==> config.mk <==
export PLATFORM = sky130hd
export DESIGN_NAME = manch_rx
export DESIGN_NICKNAME = d
export VERILOG_FILES = /design/src/rtl/manch_pkg.sv /design/src/rtl/manch_sync.sv /design/src/rtl/manch_edge_dec.sv /design/src/rtl/manch_deser.sv /design/src/rtl/manch_rx.sv
export SDC_FILE = /design/constraint.sdc
export NUM_CORES = 1
export LEC_CHECK = 0
export ABC_AREA = 1
export BUFFER_PORTS_ARGS = -buffer_cell sky130_fd_sc_hd__buf_2
export CAP_MARGIN = 20
export CORE_MARGIN = 2
export CORE_UTILIZATION = 55
export CTS_CLUSTER_SIZE = 24
export DETAILED_ROUTE_END_ITERATION = 16
export PLACE_DENSITY = 0.75
export REMOVE_ABC_BUFFERS = 1
export SLEW_MARGIN = 10
export SYNTH_ARGS = -nofsm -noshare
export SYNTH_HDL_FRONTEND = slang
export SYNTH_SLANG_ARGS = --single-unit
==> constraint.sdc <==
create_clock -name clk_i -period 2 [get_ports clk_i]
set_input_delay 0.4 -clock clk_i [delete_from_list [all_inputs] [get_ports clk_i]]
set_output_delay 0.4 -clock clk_i [all_outputs]
set_load 0.01 [all_outputs]
==> src/rtl/manch_pkg.sv <==
package manch_pkg;
  localparam int DEF_OSR       = 8;
  localparam int DEF_WORD_W    = 16;
  localparam int DEF_MIN_ZEROS = 18;

  // earliest sample at which a mid-cell edge may follow the previous one
  function automatic int blank_len(input int osr);
    return (osr * 3) / 4;
  endfunction

  // samples without an accepted edge before lock is dropped
  function automatic int tmo_len(input int osr);
    return (osr * 3) / 2;
  endfunction
endpackage

==> src/rtl/manch_sync.sv <==
module manch_sync #(
  parameter int STAGES = 2
) (
  input  logic clk_i,
  input  logic rst_ni,
  input  logic d_i,
  output logic q_o
);
  logic [STAGES-1:0] ff_q;

  generate
    if (STAGES == 1) begin : g_single
      always_ff @(posedge clk_i or negedge rst_ni) begin
        if (!rst_ni) ff_q <= '0;
        else         ff_q <= d_i;
      end
    end else begin : g_chain
      always_ff @(posedge clk_i or negedge rst_ni) begin
        if (!rst_ni) ff_q <= '0;
        else         ff_q <= {ff_q[STAGES-2:0], d_i};
      end
    end
  endgenerate

  assign q_o = ff_q[STAGES-1];
endmodule

==> src/rtl/manch_edge_dec.sv <==
module manch_edge_dec #(
  parameter int OSR = manch_pkg::DEF_OSR
) (
  input  logic clk_i,
  input  logic rst_ni,
  input  logic din_i,
  output logic bit_o,
  output logic strobe_o,
  output logic lock_o
);
  localparam int BLANK = manch_pkg::blank_len(OSR);
  localparam int TMO   = manch_pkg::tmo_len(OSR);
  localparam int CW    = $clog2(TMO + 1);

  logic          prev_q;
  logic [CW-1:0] cnt_q;
  logic          lock_q, strobe_q, bit_q;

  logic edge_w, accept_w, expire_w;
  assign edge_w   = din_i ^ prev_q;
  // unlocked: a rising edge is taken as mid-cell of a preamble zero
  assign accept_w = lock_q ? (edge_w && (cnt_q >= CW'(BLANK - 1)))
                           : (din_i && !prev_q);
  assign expire_w = lock_q && !accept_w && (cnt_q >= CW'(TMO - 1));

  always_ff @(posedge clk_i or negedge rst_ni) begin
    if (!rst_ni) begin
      prev_q   <= 1'b0;
      cnt_q    <= '0;
      lock_q   <= 1'b0;
      strobe_q <= 1'b0;
      bit_q    <= 1'b0;
    end else begin
      prev_q   <= din_i;
      strobe_q <= accept_w;
      if (accept_w) begin
        bit_q  <= prev_q;  // level before the mid-cell edge is the data
        lock_q <= 1'b1;
        cnt_q  <= '0;
      end else if (expire_w) begin
        lock_q <= 1'b0;
        cnt_q  <= '0;
      end else if (lock_q) begin
        cnt_q  <= cnt_q + CW'(1);
      end
    end
  end

  assign bit_o    = bit_q;
  assign strobe_o = strobe_q;
  assign lock_o   = lock_q;

  AST_STROBE_SINGLE: assert property (@(posedge clk_i) disable iff (!rst_ni)
    strobe_q |=> !strobe_q);
  AST_STROBE_LOCKED: assert property (@(posedge clk_i) disable iff (!rst_ni)
    strobe_q |-> lock_q);
  AST_CNT_BOUND: assert property (@(posedge clk_i) disable iff (!rst_ni)
    cnt_q <= CW'(TMO - 1));
endmodule

==> src/rtl/manch_deser.sv <==
module manch_deser #(
  parameter int WORD_W    = manch_pkg::DEF_WORD_W,
  parameter int MIN_ZEROS = manch_pkg::DEF_MIN_ZEROS
) (
  input  logic              clk_i,
  input  logic              rst_ni,
  input  logic              lock_i,
  input  logic              strobe_i,
  input  logic              bit_i,
  output logic [WORD_W-1:0] word_o,
  output logic              valid_o
);
  localparam int ZW = $clog2(MIN_ZEROS + 1);

  logic [WORD_W-1:0] chain_q, word_q;
  logic              hunt_q, valid_q;
  logic [ZW-1:0]     zcnt_q;

  always_ff @(posedge clk_i or negedge rst_ni) begin
    if (!rst_ni) begin
      chain_q <= '0;
      word_q  <= '0;
      hunt_q  <= 1'b1;
      valid_q <= 1'b0;
      zcnt_q  <= '0;
    end else begin
      valid_q <= 1'b0;
      if (!lock_i) begin
        chain_q <= '0;
        hunt_q  <= 1'b1;
        zcnt_q  <= '0;
      end else if (strobe_i) begin
        if (hunt_q) begin
          if (bit_i) begin
            if (zcnt_q >= ZW'(MIN_ZEROS)) begin
              hunt_q  <= 1'b0;
              chain_q <= {{(WORD_W-1){1'b0}}, 1'b1};  // marker enters
            end
            zcnt_q <= '0;
          end else if (zcnt_q < ZW'(MIN_ZEROS)) begin
            zcnt_q <= zcnt_q + ZW'(1);
          end
        end else if (chain_q[WORD_W-1]) begin
          // marker leaves the far end: chain holds a whole word
          word_q  <= {chain_q[WORD_W-2:0], bit_i};
          valid_q <= 1'b1;
          chain_q <= '0;
          hunt_q  <= 1'b1;
          zcnt_q  <= '0;
        end else begin
          chain_q <= {chain_q[WORD_W-2:0], bit_i};
        end
      end
    end
  end

  assign word_o  = word_q;
  assign valid_o = valid_q;

  AST_VALID_SINGLE: assert property (@(posedge clk_i) disable iff (!rst_ni)
    valid_q |=> !valid_q);
  AST_WORD_HOLD: assert property (@(posedge clk_i) disable iff (!rst_ni)
    !valid_q |-> $stable(word_q));
  AST_UNLOCK_NO_VALID: assert property (@(posedge clk_i) disable iff (!rst_ni)
    !lock_i |=> !valid_q);
endmodule

==> src/rtl/manch_rx.sv <==
module manch_rx #(
  parameter int OSR         = manch_pkg::DEF_OSR,
  parameter int WORD_W      = manch_pkg::DEF_WORD_W,
  parameter int MIN_ZEROS   = manch_pkg::DEF_MIN_ZEROS,
  parameter int SYNC_STAGES = 2
) (
  input  logic              clk_i,
  input  logic              rst_ni,
  input  logic              line_i,
  output logic              bit_o,
  output logic              strobe_o,
  output logic [WORD_W-1:0] word_o,
  output logic              word_valid_o
);
  logic line_s, dec_bit, dec_stb, dec_lock;

  manch_sync #(.STAGES(SYNC_STAGES)) u_sync (
    .clk_i (clk_i),
    .rst_ni(rst_ni),
    .d_i   (line_i),
    .q_o   (line_s)
  );

  manch_edge_dec #(.OSR(OSR)) u_dec (
    .clk_i   (clk_i),
    .rst_ni  (rst_ni),
    .din_i   (line_s),
    .bit_o   (dec_bit),
    .strobe_o(dec_stb),
    .lock_o  (dec_lock)
  );

  manch_deser #(.WORD_W(WORD_W), .MIN_ZEROS(MIN_ZEROS)) u_deser (
    .clk_i   (clk_i),
    .rst_ni  (rst_ni),
    .lock_i  (dec_lock),
    .strobe_i(dec_stb),
    .bit_i   (dec_bit),
    .word_o  (word_o),
    .valid_o (word_valid_o)
  );

  assign bit_o    = dec_bit;
  assign strobe_o = dec_stb;

  always_comb begin
    if (!rst_ni) begin
      AST_RESET_QUIET: assert (!dec_stb && !word_valid_o);
    end
  end
endmodule

# == Word level (Yosys, flattened, before mapping) ==
# Cells that the tools add are included.
# totals
reg_bits,49
latch_bits,0
ramBits,0
rom_bits,0
inputBits,3
out_inout_bits,19
elab_cells,62
mem_count,0
# op_classes
add_sub_neg,2
n_mul,0
n_div,0
magnitude_cmp,4
n_eq_ne,5
shift,0
mux,27
n_bitwise,2
n_reduce_logical,11
# ops
cell,count
16-bit 2-to-1 mux,6
5-bit 2-to-1 mux,6
1-bit 2-to-1 mux,12
4-bit 2-to-1 mux,3
"3-bit != test, second input constant",2
3-bit AND reduction,2
"5-bit by 1-bit adder with 5-bit output, second input constant",1
"5-bit >= comparator, second input constant",1
"5-bit < comparator, second input constant",1
"4-bit by 1-bit adder with 4-bit output, second input constant",1
"4-bit by 3-bit >= comparator with 1-bit output, second input constant",1
"4-bit >= comparator, second input constant",1
1-bit logical AND,4
"4-bit != test, second input constant",1
4-bit AND reduction,1
"3-bit by 1-bit != test with 1-bit output, second input constant",1
3-bit nonzero test,1
1-bit zero test,2
"2-bit != test, second input constant",1
2-bit nonzero test,1
1-bit inverter,1
1-bit XOR,1

# == Logic depth before layout (Yosys ltp) ==
# depth
word_depth,8
ltp_mapped,11
ltp_nobuf,11

# == Modules after synthesis ==
# Synthesis repeated with hierarchy kept, for this count alone.
# unflattened
hier_cells,266
area_unflattened_um2,2302.2
# modules_own_cells
module,instances,cells_each,area_per_inst_um2
manch_deser,1,220,1854.3
manch_edge_dec,1,44,397.9
manch_sync,1,2,50.0

# == Least setup slack after synthesis ==
# No wires, ideal clock.
# synth_timing
path_kind,register to register
start,register u_deser.zcnt_q[0]
end,register u_deser.chain_q[10]
setup_ns,0.065
t_arrival_ns,1.281
t_required_ns,1.935
slack_ns,0.654
path_stages_with_launch,11
path_buffers,1
period_less_slack_ns,1.346
cell_sequence,dfrtp_1 -> inv_1 -> ha_1 -> inv_1 -> nand3_1 -> nand2_1 -> nand3_2 -> nand2_2 -> buf_6 -> nand2_1 -> nand2_1
# synth_via
elab_chain_cells,3
# synth_lines
element,line,source
from (decl),manch_deser.sv:17,logic [ZW-1:0] zcnt_q;
from (signal assigned),manch_deser.sv:41,zcnt_q <= zcnt_q + ZW'(1);
5-bit >= comparator,manch_deser.sv:35,if (zcnt_q >= ZW'(MIN_ZEROS)) begin
3-bit != test (no line),-,
3-bit AND reduction (no line),-,
to (signal assigned),manch_deser.sv:37,"chain_q <= {{(WORD_W-1){1'b0}}, 1'b1};"
to (signal assigned),manch_deser.sv:51,"chain_q <= {chain_q[WORD_W-2:0], bit_i};"
to (decl),manch_deser.sv:15,"logic [WORD_W-1:0] chain_q, word_q;"
# No other way between the ends.
# A chain may end at the register's enable or synchronous reset.

# == Final worst setup path ==
# layout_timing
start,register u_deser.zcnt_q[0]
end,register u_deser.chain_q[11]
# The elaborated chain is that of the path after synthesis.

==> impl_metrics.toml <==
[timing]
slew-limit-headroom = 0.5735
finClkSkew_ns = 0.01401
period_needed_ns = 1.494
rsz0062_at_grt = "no"
fmax_ghz = 0.6695
totalNegativeSetupSlack_ns = 0
layout_setup_ws_ns = 0.5065
period_share = 0.7468
worst_pin_slew_ns = 0.6398
slew_viol_final = 0
setup_violations = 0
hold_viol_final = 0

[yosys]
ys_seq_area_frac = 0.5468
synth_cells = 267
syn_avg_cell_area_um2 = 8.407
synth_cell_types = 26
synthAdderAreaFrac = 0.03344
dominantRegCellSynth = "dfrtp_1"
synth.area.mux_share = 0
synthXorXnorAreaFrac = 0.007804
synthesis.area_um2 = 2245
synth_top_family_by_area = "simple AND/OR/NAND/NOR gates"
synth_edf_count = 0
yosys_warnings = 0
ys_async_sr_fraction = 1.000
ys_seq_elements = 49
synth-simple-area-share = 0.2703
synth_compound_area_frac = 0.06020

[global_route]
grt_remaining_overflow = 0
grt_pass1_wl_um = 7065
grt_max_degree = 34
grt_usage = 0.2086
grt_pass1_vias = 1583
antenna_found_initial = 0

[clock_network]
cts-htree-levels = 2
cts_num_sinks = 49
hold_buffers = 0
clkTransAtPathRegs_ns = 0.09
cts_root_buf = "clkbuf_8"
cts_buffers = 5
cts_tree = "yes"
post-cts-setup-buffers = 0
cts_repair_resize_count = 0
cts_max_path_buffers = 2
clock_latency_ns = 0.31

[hold_path]
hold_path_class = "primary input to async pin"

[cells_and_area]
antenna_cells = 0
final_cell_mix = "76 x nand2_1, 48 x dfrtp_1, 34 x inv_1"
fill_cells = 351
stdcell_area_um2 = 2514
drive_gt1_frac = 0.1593
area_growth_pct = 11.98
final_common_cell = "nand2_1"
final_nets = 303

[drt]
dr.first_iter.drc_count = 148
drc = 0
post_drt_wl_per_cell_um = 12.27
ant_nets = 0
dr.pass1.iters = 5
via_per_inst = 5.035
via_count = 1737
wl_um = 4232

[placement]
gp_congestion = 0.9184
place_ws_ns = 0.5207
dpl_cell_area_um2 = 2417
io_buffers = 21
dp_hpwl_um = 2889

[setup_path]
critPathMaxFanout = 16
cp.required_ns = 2.24
worstSetupPathType = "register to register"
endpoint_kind = "register"
worstPathArrival_ns = 1.74
reg2reg_slack_ns = 0.51
start_kind = "register"

[run]
maxCapViolCount = 0

[pwr]
p_per_area_nw_per_um2 = 1061
leakage_nw = 1.358
peakVddDrop_v = 0.0006359

[run_status]
status = "finished, final reports clean"

[floorplan]
dieWidth_um = 67.89
initial_core_util = 0.5652
die_area_um2 = 4608
die_h_um = 67.89
coreArea_um2 = 3971
rows = 23
io_pins = 22
-- final cells by class --
class,instances,area [um2],area share
multi-input combinational,174,834.6,0.3320
timing repair buffer,28,157.7,0.06272
clock buffer,6,82.58,0.03285
tap,50,62.56,0.02489
inverter,36,135.1,0.05376
clock inverter,2,13.76,0.005475
sequential,49,1227,0.4883
-- worst max-delay path, cell delays in order, from the launching register on --
cell     delay, ns
dfrtp_1       0.42
inv_1         0.08
ha_1          0.19
inv_1         0.05
nand3_1       0.07
nand2_1       0.10
nand3_2       0.08
nand2_2       0.25
nand2_1       0.10
nand2_1       0.09
-- cells by family after synthesis --
logic type | Yosys count
compound gates | 26
xor+xnor | 2
fa+ha+maj | 6
buf+inv | 44
flops | 49
simple gates | 140
-- final timing paths --
path,start,end,cells after the start
max in group asynchronous,rst_ni,u_deser.word_o[14],2
min reg2reg,u_sync.ff_q[0],u_sync.ff_q[1],0
min in group clk_i,line_i,u_sync.ff_q[0],1
max,u_deser.zcnt_q[0],u_deser.chain_q[11],9
max reg2reg,u_deser.zcnt_q[0],u_deser.chain_q[11],9
min,rst_ni,u_deser.chain_q[8],1
-- power by group --
group | internal (mW) | total (mW) | switching [mW]
Clock | 0.281 | 0.612 | 0.331
Combinational | 0.286 | 0.841 | 0.555
Sequential | 1.09 | 1.21 | 0.125
Total | 1.65 | 2.67 | 1.01
-- flip-flops by register name, summed over array words and instances, names as in the netlist --
name             flops
u_dec.bit_o          1
u_dec.cnt_q          4
u_dec.lock_o         1
u_dec.prev_q         1
u_dec.strobe_o       1
u_deser.chain_q     16
u_deser.hunt_q       1
u_deser.valid_o      1
u_deser.word_o      16
u_deser.zcnt_q       5
u_sync.ff_q          2
-- synth_stat cells, drive strengths merged, types with 2 or more instances --
master | count | area share
a21oi | 3 | 0.0067
xor2 | 2 | 0.0078
ha | 6 | 0.033
inv | 36 | 0.060
nor2 | 26 | 0.047
nand3 | 26 | 0.060
nand3b | 2 | 0.0084
o21ai | 20 | 0.045
dfrtp | 48 | 0.54
nand4 | 5 | 0.014
buf | 7 | 0.020
nand2 | 80 | 0.14
-- per-stage QoR --
step	std cells	power (mW)	util	hold WS [ns]
2_1_floorplan	259	1.802	-	0.1044
4_1_cts	345	2.688	0.6330	0.1275
3_5_place_dp	337	2.067	0.6087	0.3387
6_report	345	2.666	0.6330	0.1046
3_3_place_gp	337	2.051	0.6087	0.3334
5_1_grt	345	2.856	0.6330	0.1773
-- metal layers --
| layer | wire (um) | part of all wire | GRT usage | up-vias |
|---|---|---|---|---|
| li1 | - | - | - | 888 |
| met1 | 1954 | 0.46 | 0.2707 | 815 |
| met2 | 2114 | 0.50 | 0.3468 | 30 |
| met3 | 114 | 0.027 | 0.02961 | 4 |
| met4 | 48 | 0.011 | 0.09750 | 0 |
| met5 | 0 | 0 | 0 | - |
Note: power is estimated with default switching activity, not from simulation.
